**config.mk**
```make
export PLATFORM = sky130hd
export DESIGN_NAME = ckbuf_smb_ctrl
export DESIGN_NICKNAME = d
export VERILOG_FILES = /design/src/rtl/ckbuf_smb_pkg.sv /design/src/rtl/smb_line_sync.sv /design/src/rtl/smb_reg_bank.sv /design/src/rtl/smb_target_fsm.sv /design/src/rtl/ckbuf_smb_ctrl.sv
export SDC_FILE = /design/constraint.sdc
export NUM_CORES = 1
export LEC_CHECK = 0
export BUFFER_PORTS_ARGS = -buffer_cell sky130_fd_sc_hd__buf_2
export CAP_MARGIN = 20
export CORE_UTILIZATION = 40
export CTS_CLUSTER_DIAMETER = 50
export DETAILED_ROUTE_END_ITERATION = 6
export GPL_TIMING_DRIVEN = 1
export MAX_ROUTING_LAYER = met4
export PLACE_DENSITY = 0.54
export SYNTH_ARGS = -nofsm -noshare
export SYNTH_HDL_FRONTEND = slang
export SYNTH_SLANG_ARGS = --single-unit
```
**constraint.sdc**
```tcl
create_clock -name clk -period 2.8 [get_ports clk]
set_input_delay 0.14 -clock clk [delete_from_list [all_inputs] [get_ports clk]]
set_output_delay 0.14 -clock clk [all_outputs]
set_load 0.02 [all_outputs]
```
**src/rtl/ckbuf_smb_pkg.sv**
```systemverilog
package ckbuf_smb_pkg;

  typedef enum logic [2:0] {
    ST_IDLE, ST_RECV, ST_RXEND, ST_ACK, ST_SEND, ST_HACK, ST_HEND
  } smb_state_t;

  typedef enum logic [1:0] {
    PH_ADDR, PH_INDEX, PH_COUNT, PH_DATA
  } smb_phase_t;

  // power-up value of each register byte
  function automatic logic [7:0] reg_default(input int idx);
    case (idx)
      1:       return 8'hC0;
      default: return 8'hFF;
    endcase
  endfunction

  // bits that software may change; everything else is fixed
  function automatic logic [7:0] reg_wmask(input int idx);
    case (idx)
      0:       return 8'hCD;
      1:       return 8'h40;
      default: return 8'h00;
    endcase
  endfunction

  // register byte holding the enable of output pair p
  function automatic int pair_byte(input int p);
    case (p)
      3:       return 1;
      default: return 0;
    endcase
  endfunction

  // bit position of the enable of output pair p
  function automatic int pair_bit(input int p);
    case (p)
      0:       return 7;
      1:       return 6;
      2:       return 3;
      3:       return 6;
      4:       return 0;
      5:       return 2;
      default: return 0;
    endcase
  endfunction

endpackage

```
**src/rtl/smb_line_sync.sv**
```systemverilog
module smb_line_sync #(
  parameter int STAGES = 2
) (
  input  logic clk,
  input  logic rst,
  input  logic scl_i,
  input  logic sda_i,
  output logic scl_s,
  output logic sda_s,
  output logic scl_rise,
  output logic scl_fall,
  output logic start_det,
  output logic stop_det
);

  logic [STAGES-1:0] scl_p;
  logic [STAGES-1:0] sda_p;
  logic              scl_q;
  logic              sda_q;

  always_ff @(posedge clk) begin
    if (rst) begin
      scl_p <= '1;
      sda_p <= '1;
      scl_q <= 1'b1;
      sda_q <= 1'b1;
    end else begin
      scl_p <= {scl_p[STAGES-2:0], scl_i};
      sda_p <= {sda_p[STAGES-2:0], sda_i};
      scl_q <= scl_p[STAGES-1];
      sda_q <= sda_p[STAGES-1];
    end
  end

  assign scl_s     = scl_p[STAGES-1];
  assign sda_s     = sda_p[STAGES-1];
  assign scl_rise  = scl_s & ~scl_q;
  assign scl_fall  = ~scl_s & scl_q;
  assign start_det = scl_s & scl_q & sda_q & ~sda_s;
  assign stop_det  = scl_s & scl_q & ~sda_q & sda_s;

endmodule

```
**src/rtl/smb_reg_bank.sv**
```systemverilog
module smb_reg_bank
  import ckbuf_smb_pkg::*;
#(
  parameter int NREGS  = 7,
  parameter int IDXW   = 8,
  parameter int NPAIRS = 6
) (
  input  logic              clk,
  input  logic              rst,
  input  logic              we,
  input  logic [IDXW-1:0]   idx,
  input  logic [7:0]        wdata,
  output logic [7:0]        rdata,
  output logic [NPAIRS-1:0] out_en
);

  localparam int FLATW = NREGS * 8;

  logic [NREGS-1:0][7:0] regs;
  logic [FLATW-1:0]      flat;
  logic [NREGS:0][7:0]   rd_chain;
  logic [NPAIRS-1:0]     en_sel;

  assign rd_chain[0] = 8'h00;

  for (genvar g = 0; g < NREGS; g++) begin : g_reg
    localparam logic [7:0] DEFV = reg_default(g);
    localparam logic [7:0] MSK  = reg_wmask(g);

    always_ff @(posedge clk) begin
      if (rst) begin
        regs[g] <= DEFV;
      end else if (we && idx == IDXW'(g)) begin
        regs[g] <= (regs[g] & ~MSK) | (wdata & MSK);
      end
    end

    assign flat[g*8 +: 8] = regs[g];
    assign rd_chain[g+1]  = rd_chain[g] | ((idx == IDXW'(g)) ? regs[g] : 8'h00);
  end

  assign rdata = rd_chain[NREGS];

  for (genvar p = 0; p < NPAIRS; p++) begin : g_pair
    localparam int PB   = pair_byte(p);
    localparam int PBIT = pair_bit(p);
    assign en_sel[p] = flat[PB*8 + PBIT];
  end

  always_ff @(posedge clk) begin
    if (rst) out_en <= '1;
    else     out_en <= en_sel;
  end

  // a write aimed past the last register leaves the whole bank untouched
  a_r10_oob_write_ignored: assert property (@(posedge clk) disable iff (rst)
    (we && idx >= IDXW'(NREGS)) |=> $stable(flat));

endmodule

```
**src/rtl/smb_target_fsm.sv**
```systemverilog
module smb_target_fsm
  import ckbuf_smb_pkg::*;
#(
  parameter logic [6:0] ADDR7     = 7'h6A,
  parameter int         IDXW      = 8,
  parameter logic [7:0] CNT_RESET = 8'd8
) (
  input  logic            clk,
  input  logic            rst,
  input  logic            scl_s,
  input  logic            sda_s,
  input  logic            scl_rise,
  input  logic            scl_fall,
  input  logic            start_det,
  input  logic            stop_det,
  input  logic [7:0]      rdata,
  output logic            reg_we,
  output logic [IDXW-1:0] reg_idx,
  output logic [7:0]      wdata,
  output logic            sda_oe
);

  smb_state_t      state;
  smb_phase_t      phase;
  logic [2:0]      bitcnt;
  logic [7:0]      shreg;
  logic [7:0]      txsh;
  logic [7:0]      count_q;
  logic [7:0]      remain;
  logic [IDXW-1:0] index;
  logic            rd_mode;
  logic            host_ack;

  assign reg_idx = index;
  assign wdata   = shreg;
  assign reg_we  = (state == ST_RXEND) && scl_fall && !start_det && !stop_det &&
                   (phase == PH_DATA) && (remain != 8'd0);

  always_ff @(posedge clk) begin
    if (rst) begin
      state    <= ST_IDLE;
      phase    <= PH_ADDR;
      bitcnt   <= 3'd0;
      shreg    <= 8'h00;
      txsh     <= 8'h00;
      count_q  <= CNT_RESET;
      remain   <= 8'd0;
      index    <= '0;
      rd_mode  <= 1'b0;
      host_ack <= 1'b0;
      sda_oe   <= 1'b0;
    end else if (start_det) begin
      state  <= ST_RECV;
      phase  <= PH_ADDR;
      bitcnt <= 3'd0;
      sda_oe <= 1'b0;
    end else if (stop_det) begin
      state  <= ST_IDLE;
      sda_oe <= 1'b0;
    end else begin
      case (state)
        ST_RECV: if (scl_rise) begin
          shreg <= {shreg[6:0], sda_s};
          if (bitcnt == 3'd7) state <= ST_RXEND;
          else                bitcnt <= bitcnt + 3'd1;
        end
        ST_RXEND: if (scl_fall) begin
          case (phase)
            PH_ADDR: begin
              if (shreg[7:1] == ADDR7) begin
                rd_mode <= shreg[0];
                sda_oe  <= 1'b1;
                state   <= ST_ACK;
              end else begin
                state <= ST_IDLE;
              end
            end
            PH_INDEX: begin
              index  <= shreg[IDXW-1:0];
              sda_oe <= 1'b1;
              state  <= ST_ACK;
            end
            PH_COUNT: begin
              count_q <= shreg;
              remain  <= shreg;
              sda_oe  <= 1'b1;
              state   <= ST_ACK;
            end
            default: begin
              if (remain != 8'd0) begin
                index  <= index + 1'b1;
                remain <= remain - 8'd1;
                sda_oe <= 1'b1;
                state  <= ST_ACK;
              end else begin
                state <= ST_IDLE;
              end
            end
          endcase
        end
        ST_ACK: if (scl_fall) begin
          bitcnt <= 3'd0;
          if (phase == PH_ADDR && rd_mode) begin
            txsh   <= count_q;
            sda_oe <= ~count_q[7];
            state  <= ST_SEND;
          end else begin
            sda_oe <= 1'b0;
            state  <= ST_RECV;
            case (phase)
              PH_ADDR:  phase <= PH_INDEX;
              PH_INDEX: phase <= PH_COUNT;
              default:  phase <= PH_DATA;
            endcase
          end
        end
        ST_SEND: if (scl_fall) begin
          if (bitcnt == 3'd7) begin
            sda_oe <= 1'b0;
            state  <= ST_HACK;
          end else begin
            bitcnt <= bitcnt + 3'd1;
            txsh   <= {txsh[6:0], 1'b0};
            sda_oe <= ~txsh[6];
          end
        end
        ST_HACK: if (scl_rise) begin
          host_ack <= ~sda_s;
          state    <= ST_HEND;
        end
        ST_HEND: if (scl_fall) begin
          if (host_ack) begin
            txsh   <= rdata;
            sda_oe <= ~rdata[7];
            index  <= index + 1'b1;
            bitcnt <= 3'd0;
            state  <= ST_SEND;
          end else begin
            state <= ST_IDLE;
          end
        end
        default: ;
      endcase
    end
  end

  // the pull-down only engages in a cycle that follows a low SCL sample
  a_r11_drive_scl_low: assert property (@(posedge clk) disable iff (rst)
    $rose(sda_oe) |-> !$past(scl_s));

  // a stop condition always leaves the engine idle and the line released
  a_r9_stop_idle: assert property (@(posedge clk) disable iff (rst)
    stop_det |=> (state == ST_IDLE && !sda_oe));

  // the engine only transmits after a read-direction address
  a_r7_send_in_read: assert property (@(posedge clk) disable iff (rst)
    (state == ST_SEND) |-> rd_mode);

  // every committed data byte advances the index by one
  a_r3_index_steps: assert property (@(posedge clk) disable iff (rst)
    reg_we |=> (index == IDXW'($past(index) + 1'b1)));

endmodule

```
**src/rtl/ckbuf_smb_ctrl.sv**
```systemverilog
module ckbuf_smb_ctrl #(
  parameter logic [6:0] ADDR7       = 7'h6A,
  parameter int         NREGS       = 7,
  parameter int         NPAIRS      = 6,
  parameter int         SYNC_STAGES = 2,
  parameter logic [7:0] CNT_RESET   = 8'd8
) (
  input  logic              clk,
  input  logic              rst,
  input  logic              scl_i,
  input  logic              sda_i,
  output logic              sda_oe,
  output logic [NPAIRS-1:0] out_en
);

  localparam int IDXW = 8;

  logic            scl_s, sda_s, scl_rise, scl_fall, start_det, stop_det;
  logic            reg_we;
  logic [IDXW-1:0] reg_idx;
  logic [7:0]      wdata, rdata;

  smb_line_sync #(.STAGES(SYNC_STAGES)) u_sync (
    .clk(clk), .rst(rst), .scl_i(scl_i), .sda_i(sda_i),
    .scl_s(scl_s), .sda_s(sda_s), .scl_rise(scl_rise), .scl_fall(scl_fall),
    .start_det(start_det), .stop_det(stop_det)
  );

  smb_target_fsm #(.ADDR7(ADDR7), .IDXW(IDXW), .CNT_RESET(CNT_RESET)) u_fsm (
    .clk(clk), .rst(rst), .scl_s(scl_s), .sda_s(sda_s),
    .scl_rise(scl_rise), .scl_fall(scl_fall),
    .start_det(start_det), .stop_det(stop_det), .rdata(rdata),
    .reg_we(reg_we), .reg_idx(reg_idx), .wdata(wdata), .sda_oe(sda_oe)
  );

  smb_reg_bank #(.NREGS(NREGS), .IDXW(IDXW), .NPAIRS(NPAIRS)) u_bank (
    .clk(clk), .rst(rst), .we(reg_we), .idx(reg_idx), .wdata(wdata),
    .rdata(rdata), .out_en(out_en)
  );

endmodule

```
======== Word level (Yosys, flattened, before mapping) ========
Index checks and enable logic that the tools add are counted.
word-level totals
  bits in registers ....................... 78
  word-level logic and storage cells ...... 182
  input port bits ......................... 4
  output and inout bits ................... 7
operators by class
  equality and inequality tests ........... 40
  add/subtract/negate cells ............... 3
  bitwise gates (word level) .............. 26
  multiplexer cells ....................... 57
  reductions and logical operators ........ 37
operators by type and width
  operator                                                         count
  8-bit two-way mux                                                12
  3-bit two-way mux                                                16
  8-bit bitwise OR                                                 6
  8-bit case mux with 2 select lines                               3
  7-bit two-way mux                                                6
  9-bit AND reduction                                              3
  8-bit by 3-bit == test with 1-bit output, second input constant  3
  4-bit by 1-bit != test with 1-bit output, second input constant  6
  7-bit case mux with 3 select lines                               1
  3-bit case mux with 6 select lines                               1
  8-bit by 2-bit == test with 1-bit output, second input constant  2
  2-bit by 1-bit != test with 1-bit output, second input constant  8
  8-bit AND reduction                                              2
  8-bit nonzero test                                               2
  3-bit == test, second input constant                             4
  3-bit case mux with 4 select lines                               1
  4-bit AND reduction                                              3
  6-bit AND reduction                                              2
  1-bit two-way mux                                                11
  1-bit inverter                                                   11
  8-bit by 1-bit adder with 8-bit output, second input constant    1
  8-bit by 1-bit == test with 1-bit output, second input constant  1
  1-bit logical AND                                                8
  8-bit logical NOT                                                1
  other kinds (29)                                                 49

======== Longest topological paths before layout ========
Gate-level depths: netlist of the first run.
  depth in word-level cells ............... 12
  mapped depth ............................ 9
  mapped depth without buffers ............ 7

======== Cells and area by module ========
From an unflattened synthesis of the first run, not the netlist that was laid out.
unflattened totals
  cell total of the unflattened synthesis .. 430
  area, all modules ....................... 3604.7 um^2
modules (own cells, without submodules)
  module          seq. area each (um^2)  instances  area each (um^2)  cells an instance
  smb_target_fsm  1001.0                 1          2872.8            355
  smb_reg_bank    240.2                  1          541.8             59
  smb_line_sync   120.1                  1          190.2             16

======== Worst setup path after synthesis of the first run ========
No wires, ideal clock.
  path type ............................... reg-to-reg
  start ................................... register u_fsm.phase[0]
  end ..................................... register u_fsm.index[1], in the netlist u_fsm.reg_idx[1]
  path slack .............................. 0.724 ns
  arrival ................................. 1.986 ns
  required time ........................... 2.709 ns
  path buffers ............................ 2
  cell stages (with the launch flop) ...... 10
  clock period less this slack ............ 2.076 ns
  setup time .............................. 0.091 ns
  cell sequence ........................... dfxtp_1 inv_1 ha_1 clkbuf_1 or3_1 a211oi_2 o31a_1 buf_4 nor2_1 a311oi_1
on the way
  cells in the longest elaborated chain, start to end .. 5
  elaborated cells on any way between the ends .. 10
  classes of those cells .................. 4 x eq/ne; 3 x mux; 3 x reduce/logical
ends and longest elaborated chain
  element                                             RTL line               text
  start, declared                                     smb_target_fsm.sv:24   smb_phase_t phase;
  start signal, assigned                              smb_target_fsm.sv:42   phase <= PH_ADDR;
  start signal, assigned                              smb_target_fsm.sv:54   phase <= PH_ADDR;
  start signal, assigned                              smb_target_fsm.sv:111  PH_ADDR: phase <= PH_INDEX;
  2-bit == test or 2-bit logical NOT (tied branches)  smb_target_fsm.sv:68   case (phase)
  2-bit OR reduction (no source line)                 --
  8-bit case mux with 2 select lines                  smb_target_fsm.sv:68
  8-bit two-way mux                                   smb_target_fsm.sv:67   ST_RXEND: if (scl_fall) begin
  8-bit case mux with 2 select lines                  smb_target_fsm.sv:61   case (state)
  end signal, assigned                                smb_target_fsm.sv:79   index <= shreg[IDXW-1:0];
  end signal, assigned                                smb_target_fsm.sv:91   index <= index + 1'b1;
  end signal, assigned                                smb_target_fsm.sv:135  index <= index + 1'b1;
  end, declared                                       smb_target_fsm.sv:30   logic [IDXW-1:0] index;
Parallel ways exist; a longest one is shown, timed or not. The select of a mux whose other input is x is not followed.
A chain may end at the register's enable or synchronous reset.

======== Worst setup path in the final report of the first run ========
  start ................................... register u_fsm.bitcnt[0]
  end ..................................... register u_fsm.txsh[5]
on the way
  cells in the longest elaborated chain, start to end .. 3
ends and longest elaborated chain
  element                               RTL line               text
  start, declared                       smb_target_fsm.sv:25   logic [2:0] bitcnt;
  start signal, assigned                smb_target_fsm.sv:65   else bitcnt <= bitcnt + 3'd1;
  start signal, assigned                smb_target_fsm.sv:122  bitcnt <= bitcnt + 3'd1;
  3-bit == test                         smb_target_fsm.sv:118  if (bitcnt == 3'd7) begin
  2-bit != test (no source line)        --
  9-bit AND reduction (no source line)  --
  end signal, assigned                  smb_target_fsm.sv:104  txsh <= count_q;
  end signal, assigned                  smb_target_fsm.sv:123  txsh <= {txsh[6:0], 1'b0};
  end signal, assigned                  smb_target_fsm.sv:133  txsh <= rdata;
  end, declared                         smb_target_fsm.sv:27   logic [7:0] txsh;
No other way between the ends.

==> results_dict.tcl, run 1 <==
set metrics [dict create \
    num_rows 34 \
    critical-path-slowest-cell "dfxtp_1" \
    cts_sinks 68 \
    cts.htree.levels 3 \
    detailed_place_hpwl_mm 6.22 \
    inserted_clock_buffers 9 \
    finalHoldViolations 0 \
    synth_cell_type_count 62 \
    postRouteAntennaNets 0 \
    rr_startpoint "u_fsm.bitcnt[0]$_SDFFE_PP0P_" \
    dr.first_iter.drc_count 115 \
    crit_required_ns 3.07 \
    yosysTopAreaCell "dfxtp_1" \
    clk_pin_slew_worst_paths_ns 0.08 \
    whs_ns 0.0640 \
    report.final.setup_viol 0 \
    finalWirelength_mm 8.82 \
    finalInstanceArea_sq_um 4100 \
    effective_utilization_at_floorplan 0.418 \
    grt_use_total 0.200 \
    fmax_mhz 441 \
    global_route_wire_length_before_repair_mm 14.8 \
    mappedNetlistArea_sq_um 3700 \
    critical_path_class "flip-flop to flip-flop" \
    post_synth_edffs 0 \
    max_slew_violations 0 \
    placed_area_sq_um 3830 \
    p_sw_mw 0.459 \
    relSlewSlack 0.557 \
    number_of_placed_cells_counting_well_taps 548 \
    pre_cts_ws_ns 0.578 \
    grt_pass1_vias 2961 \
    post_drt_wl_per_cell_microns 15.6 \
    first_pass_iters 4 \
    post-cts-setup-buffer-count 0 \
    crit_chain "ha_1 -> ha_1 -> nor2b_1 -> a32oi_1 -> nand4b_1 -> buf_4 -> or2_2 -> o21ai_0" \
    regArea_sq_um 1360 \
    endpoint_kind "flip-flop" \
    share_seq_of_total_power 0.478 \
    synthCells 447 \
    power_report.internal_total_mw 1.60 \
    result_of_the_run "finished, final reports clean" \
    detail_route.vias_per_cell 5.60 \
    power.density_cell_area_nw_per_um2 501 \
    gr-total-overflow 0 \
    core_region_sq_um 8850 \
    crit_top_cell "ha_1" \
    netlist_top_cells_area "dfxtp_1 (37%), mux2i_1 (6.8%), nor2_1 (5.8%), ha_1 (5.1%), o21ai_0 (3.8%)" \
    worst_slew_pin_slew_ns 0.659 \
    post_route_cells_drive_above_1_share 0.131 \
    finalNetCount 472 \
    drc_errors 0 \
    routabilityCongestion 0.888 \
    ir_drop_uv 299 \
    max_cap_viol_count 0 \
    fill_cells 884 \
    clock_network_latency_to_the_later_pin_of_the_worst_skew_pair_ns 0.34 \
    antenna_found_initial 0 \
    setup.worst_path.end "u_fsm.txsh[5]$_SDFFE_PP0P_" \
    asyncSetResetFlopFracSynth 0 \
    sw_share 0.223 \
    yosysWarnings 0 \
    synth_seq_cells 68 \
    postSynthAreaPerCell_sq_um 8.27 \
    finalWorstPathRequiredPeriod_ns 2.27 \
    largest_stage_delay_on_the_critical_path_ns 0.33 \
    timing.reg2reg.worst_path_depth 8 \
    die_area_sq_um 9630 \
    share_comb_of_total_power 0.035 \
    clock_tree_from_tritoncts "built" \
    seq_area_frac_synth 0.368 \
    pwr-share-clk 0.487 \
    cts_repair_resize_count 0 \
    yosys_most_used_dff "dfxtp_1" \
    count_leader_synth "dfxtp_1" \
    holdCritPathClass "primary input to flip-flop" \
    grt_max_degree 39 \
    clock_tree.root_cell "clkbuf_8" \
    worst_ep_arrival_time_ns 2.54 \
    synth.top_cell.area_share 0.368 \
    finalClockSkew_ns 0.0115 \
    ctsHoldBuffers 2 \
    totalNegativeSetupSlack_ns 0 \
    die_width_microns 98.1 \
    utilization 0.463 \
    layout_setup_ws_ns 0.533 \
    area_of_the_multi_input_gates_sq_um 2140 \
    cts_max_path_buffers 2 \
    finalNonFillerCells 566 \
    worstPathMaxFanout 8 \
    reg2reg_to "u_fsm.txsh[5]$_SDFFE_PP0P_" \
    design.portCount 11 \
    die_y_microns 98.1 \
    grt_setup_unrepaired "false" \
    post_synth_most_frequent_cells "dfxtp_1 (68), nor2_1 (57), nand2_1 (33)" \
    r2r_setup_slack_ns 0.53 \
    worstSetupStartpointType "flip-flop" \
    insertedDiodeCount 0 \
    finalPower_mw 2.06 \
    mappedNetlistNets 466 \
    vias 3169 \
    depth_of_the_worst_hold_timing_path 2 \
    area_delta_synth_final_pct 10.9 \
    worstSetupStartpoint "u_fsm.bitcnt[0]$_SDFFE_PP0P_" \
    power_leakage_nw 1.64 \
    port_buffers 10 \
    period_share 0.810 \
]
cell families (layout without fill, tap and decap cells):
group	Yosys count	count (layout)	synth area share
multiplexers	26	26	0.0707
flip-flops	68	68	0.368
adder cells (fa/ha/maj)	15	15	0.0508
AND/OR/NAND/NOR	184	184	0.264
AO/OA/AOI/OAI	109	109	0.194
buffers and inverters	45	56	0.0521
area by class of cell:
cell class	instances	share of cell area
well taps	108	0.0330
multi-input cells	334	0.523
repair buffers	22	0.0354
flip-flops and latches	68	0.332
inverters	18	0.0165
clock buffers	9	0.0302
clock inverters	7	0.0302
flip-flops by register name (all words and copies together), names as in the netlist:
register,flops
u_bank.en_sel,6
u_bank.out_en,6
u_fsm.bitcnt,3
u_fsm.count_q,8
u_fsm.host_ack,1
u_fsm.phase,2
u_fsm.rd_mode,1
u_fsm.reg_idx,8
u_fsm.remain,8
u_fsm.sda_oe,1
u_fsm.state,3
u_fsm.txsh,7
u_fsm.wdata,8
u_sync.scl_p,2
u_sync.scl_q,1
u_sync.sda_p,2
u_sync.sda_q,1
critical path, delay by kind of cell (launching register included):
kind / cells / cell delay [ns]
compound gates: 2 / 0.34
fa+ha+maj: 2 / 0.46
buf+inv: 1 / 0.28
flops: 1 / 0.33
simple gates: 3 / 0.78
per-layer routing:
metal  vias up  part of all wire  GRT usage
met1      1491              0.50      0.262
met5         -                 0          -
met3        15             0.034     0.0351
met4         0             0.015     0.0654
li1       1614                 -          -
met2        49              0.45      0.311
power groups by stage:
| stage | logic (mW) | registers [mW] | clock network (mW) |
|---|---|---|---|
| 3_5_place_dp | 0.0697 | 1.01 | 0 |
| 6_report | 0.0717 | 0.983 | 1.00 |
| 3_3_place_gp | 0.0685 | 1.01 | 0 |
| 5_1_grt | 0.0791 | 0.984 | 1.06 |
| 2_1_floorplan | 0.0556 | 1.00 | 0 |
| 4_1_cts | 0.0719 | 0.983 | 1.03 |
cells in the final DEF (no fill, tap or decap), types with 7 or more instances in the layout:
cell and n:
or2_2 10, a211oi_1 7, nor3_1 13, a21oi_1 26
nor2_1 57, inv_1 18, nor2b_1 11, clkbuf_8 9
dfxtp_1 68, ha_1 15, mux2i_1 25, nand2_1 33
buf_4 10, buf_2 10, nand3_1 13, a2111oi_0 7
o21ai_0 28, nand2b_1 11
how the worst min path moves through the flow:
stage / startpoint / end / slack (ns)
final: rst / u_sync.sda_q$_SDFF_PP1_ / 0.06
after global routing: rst / u_sync.sda_q$_SDFF_PP1_ / 0.08
after global placement: scl_i / u_sync.scl_p[0]$_SDFF_PP1_ / 0.32
after floorplan: scl_i / u_sync.scl_p[0]$_SDFF_PP1_ / 0.24
after detailed placement: scl_i / u_sync.scl_p[0]$_SDFF_PP1_ / 0.33
after CTS: rst / u_sync.sda_q$_SDFF_PP1_ / 0.04
Note: power is estimated with default switching activity, not from simulation.
==> run 2: changes to the inputs <==
--- a/config.mk
+++ b/config.mk
@@ -5,6 +5,7 @@
 export SDC_FILE = /design/constraint.sdc
 export NUM_CORES = 1
 export LEC_CHECK = 0
+export ABC_AREA = 1
 export BUFFER_PORTS_ARGS = -buffer_cell sky130_fd_sc_hd__buf_2
 export CAP_MARGIN = 20
 export CORE_UTILIZATION = 40
@@ -12,7 +13,7 @@
 export DETAILED_ROUTE_END_ITERATION = 6
 export GPL_TIMING_DRIVEN = 1
 export MAX_ROUTING_LAYER = met4
-export PLACE_DENSITY = 0.54
+export PLACE_DENSITY = 0.56
 export SYNTH_ARGS = -nofsm -noshare
 export SYNTH_HDL_FRONTEND = slang
 export SYNTH_SLANG_ARGS = --single-unit
==> constraint.sdc (replaced) <==
create_clock -name clk -period 2 [get_ports clk]
set_input_delay 0.1 -clock clk [delete_from_list [all_inputs] [get_ports clk]]
set_output_delay 0.1 -clock clk [all_outputs]
set_load 0.02 [all_outputs]
==> results_dict.tcl, run 2 <==
set metrics [dict create \
    count_leader_synth "nand2_1" \
    sw_share 0.326 \
    postRouteAntennaNets 0 \
    effective_utilization_at_floorplan 0.410 \
    fill_cells 966 \
    dr.first_iter.drc_count 190 \
    cts_max_path_buffers 2 \
    r2r_setup_slack_ns 0.21 \
    mappedNetlistArea_sq_um 3770 \
    reg2reg_to "u_fsm.txsh[0]$_SDFFE_PP0P_" \
    antenna_found_initial 0 \
    synth_seq_cells 68 \
    report.final.setup_viol 0 \
    core_region_sq_um 9200 \
    power_leakage_nw 1.98 \
    netlist_top_cells_area "dfxtp_1 (36%), nand2_1 (15%), inv_1 (6.7%), nor2_1 (6.5%), a21oi_1 (6.2%)" \
    post_drt_wl_per_cell_microns 13.1 \
    grt_use_total 0.203 \
    largest_stage_delay_on_the_critical_path_ns 0.38 \
    critical-path-slowest-cell "dfxtp_1" \
    clock_tree_from_tritoncts "built" \
    detail_route.vias_per_cell 4.94 \
    die_width_microns 99.1 \
    finalWirelength_mm 9.08 \
    synthCells 561 \
    yosys_most_used_dff "dfxtp_1" \
    cp_top_family "simple AND/OR/NAND/NOR gates" \
    share_seq_of_total_power 0.453 \
    whs_endpoint "u_fsm.reg_idx[0]$_SDFFE_PP0P_" \
    area_delta_synth_final_pct 9.83 \
    first_pass_iters 4 \
    finalInstanceArea_sq_um 4140 \
    endpoint_kind "flip-flop" \
    grt_setup_unrepaired "false" \
    cts.htree.levels 3 \
    finalNonFillerCells 693 \
    inserted_clock_buffers 9 \
    critical_path_class "flip-flop to flip-flop" \
    insertedDiodeCount 0 \
    worst_hold_startpoint "rst" \
    max_cap_viol_count 0 \
    vias 3424 \
    post_route_cells_drive_above_1_share 0.120 \
    post_synth_edffs 0 \
    totalNegativeSetupSlack_ns 0 \
    die_y_microns 99.1 \
    number_of_placed_cells_counting_well_taps 675 \
    holdCritPathClass "primary input to flip-flop" \
    clock_network_latency_to_the_later_pin_of_the_worst_skew_pair_ns 0.36 \
    drc_errors 0 \
    ir_drop_uv 690 \
    fmax_mhz 558 \
    final_common_cell "nand2_1" \
    worst_ep_arrival_time_ns 2.05 \
    pwr-share-clk 0.348 \
    crit_chain "inv_1 -> ha_1 -> or2_2 -> nand2_1 -> nand2_1 -> or2_2 -> a21oi_1 -> nor2_1" \
    crit_required_ns 2.26 \
    seq_area_frac_synth 0.361 \
    cts_sinks 68 \
    power.density_cell_area_nw_per_um2 798 \
    num_rows 35 \
    design.portCount 11 \
    finalClockSkew_ns 0.0142 \
    asyncSetResetFlopFracSynth 0 \
    clk_pin_slew_worst_paths_ns 0.08 \
    placed_area_sq_um 3920 \
    depth_of_the_worst_hold_timing_path 2 \
    synth.top_cell.area_share 0.361 \
    yosysWarnings 0 \
    postSynthAreaPerCell_sq_um 6.72 \
    worst_slew_pin_slew_ns 0.443 \
    yosysTopAreaCell "dfxtp_1" \
    share_comb_of_total_power 0.200 \
    gr-total-overflow 0 \
    global_route_wire_length_before_repair_mm 15.2 \
    post_synth_most_frequent_cells "nand2_1 (147), dfxtp_1 (68), inv_1 (67)" \
    post-cts-setup-buffer-count 0 \
    critPathBufInv 1 \
    finalWorstPathRequiredPeriod_ns 1.79 \
    finalHoldViolations 0 \
    result_of_the_run "finished, final reports clean" \
    detailed_place_hpwl_mm 6.57 \
    routabilityCongestion 0.923 \
    timing.reg2reg.worst_path_depth 8 \
    power_report.internal_total_mw 2.23 \
    grt_max_degree 39 \
    relSlewSlack 0.705 \
    mostFrequentLayoutCells "nand2_1 (146), dfxtp_1 (68), inv_1 (67), nor2_1 (65), a21oi_1 (47)" \
    period_share 0.896 \
    p_sw_mw 1.08 \
    grt_pass1_vias 3126 \
    worstSetupStartpointType "flip-flop" \
    worst-path-stages 8 \
    die_area_sq_um 9810 \
    mappedNetlistNets 580 \
    finalNetCount 596 \
    rr_startpoint "u_fsm.reg_idx[0]$_SDFFE_PP0P_" \
    port_buffers 10 \
    max_slew_violations 0 \
    clock_tree.root_cell "clkbuf_8" \
    synth_cell_type_count 32 \
    worstPathMaxFanout 5 \
]
[run 2: layer usage]
layer,part of all wire,track usage,up-vias
li1,-,-,1826
met1,0.49,0.260,1527
met2,0.46,0.323,58
met3,0.033,0.0376,13
met4,0.015,0.0656,0
met5,0,-,-
[run 2: cells by family (layout without fill, tap and decap cells)]
group,count (synthesis),after routing,share of synthesized area
flip-flops,68,68,0.361
XOR/XNOR,1,1,0.00233
AO/OA/AOI/OAI,106,106,0.152
adder cells (fa/ha/maj),15,15,0.0498
buffers and inverters,85,106,0.0937
AND/OR/NAND/NOR,286,286,0.341
[run 2: worst max path at each step]
stage / from / to
2_1_floorplan: u_fsm.phase[0]$_SDFFE_PP0P_ / u_fsm.reg_idx[0]$_SDFFE_PP0P_
3_3_place_gp: u_fsm.reg_idx[0]$_SDFFE_PP0P_ / u_fsm.txsh[5]$_SDFFE_PP0P_
3_5_place_dp: u_fsm.phase[0]$_SDFFE_PP0P_ / u_fsm.remain[3]$_SDFFE_PP0P_
4_1_cts: u_fsm.phase[0]$_SDFFE_PP0P_ / u_fsm.remain[3]$_SDFFE_PP0P_
5_1_grt: u_fsm.phase[0]$_SDFFE_PP0P_ / u_fsm.txsh[5]$_SDFFE_PP0P_
6_report: u_fsm.reg_idx[0]$_SDFFE_PP0P_ / u_fsm.txsh[0]$_SDFFE_PP0P_
[run 2: area by class of cell]
type | instances | area [sq um] | area share
Clock buffer | 10 | 128 | 0.0308
Tap cell | 111 | 139 | 0.0336
Sequential cell | 68 | 1360 | 0.329
Multi-Input combinational cell | 408 | 2060 | 0.497
Timing Repair Buffer | 19 | 123 | 0.0296
Inverter | 71 | 267 | 0.0644
Clock inverter | 6 | 65.1 | 0.0157
[run 2: power groups by stage]
| stage | registers (mW) | clock network [mW] | logic [mW] |
|---|---|---|---|
| after detailed placement | 1.53 | 0 | 0.659 |
| after global routing | 1.51 | 1.23 | 0.756 |
| after global placement | 1.52 | 0 | 0.659 |
| after CTS | 1.49 | 1.18 | 0.663 |
| final | 1.49 | 1.15 | 0.660 |
| after floorplan | 1.51 | 0 | 0.545 |
[run 2: timing repair]
item,in CTS,in global routing
resized for setup,0,2
endpoints found under the hold margin,2,0
setup endpoints to repair,0,8
hold buffers,2,0
[run 2: stage by stage]
| step | total power, mW | hold slack (ns) | worst slack, ns | util |
|---|---|---|---|---|
| 6_report | 3.30 | 0.168 | 0.208 | 0.450 |
| 4_1_cts | 3.34 | 0.181 | 0.159 | 0.450 |
| 5_1_grt | 3.49 | 0.213 | 0.0548 | 0.450 |
| 2_1_floorplan | 2.05 | 0.204 | 0.369 | - |
| 3_3_place_gp | 2.18 | 0.285 | 0.208 | 0.427 |
| 3_5_place_dp | 2.18 | 0.286 | 0.190 | 0.427 |
[run 2: worst register-to-register path, delay by kind of cell, from the launching register on]
kind	cells	cell delay, ns
and+or+nand+nor	5	0.86
adders and majority gates	1	0.22
AOI/OAI and AO/OA	1	0.12
buffers and inverters	1	0.11
DFF	1	0.38
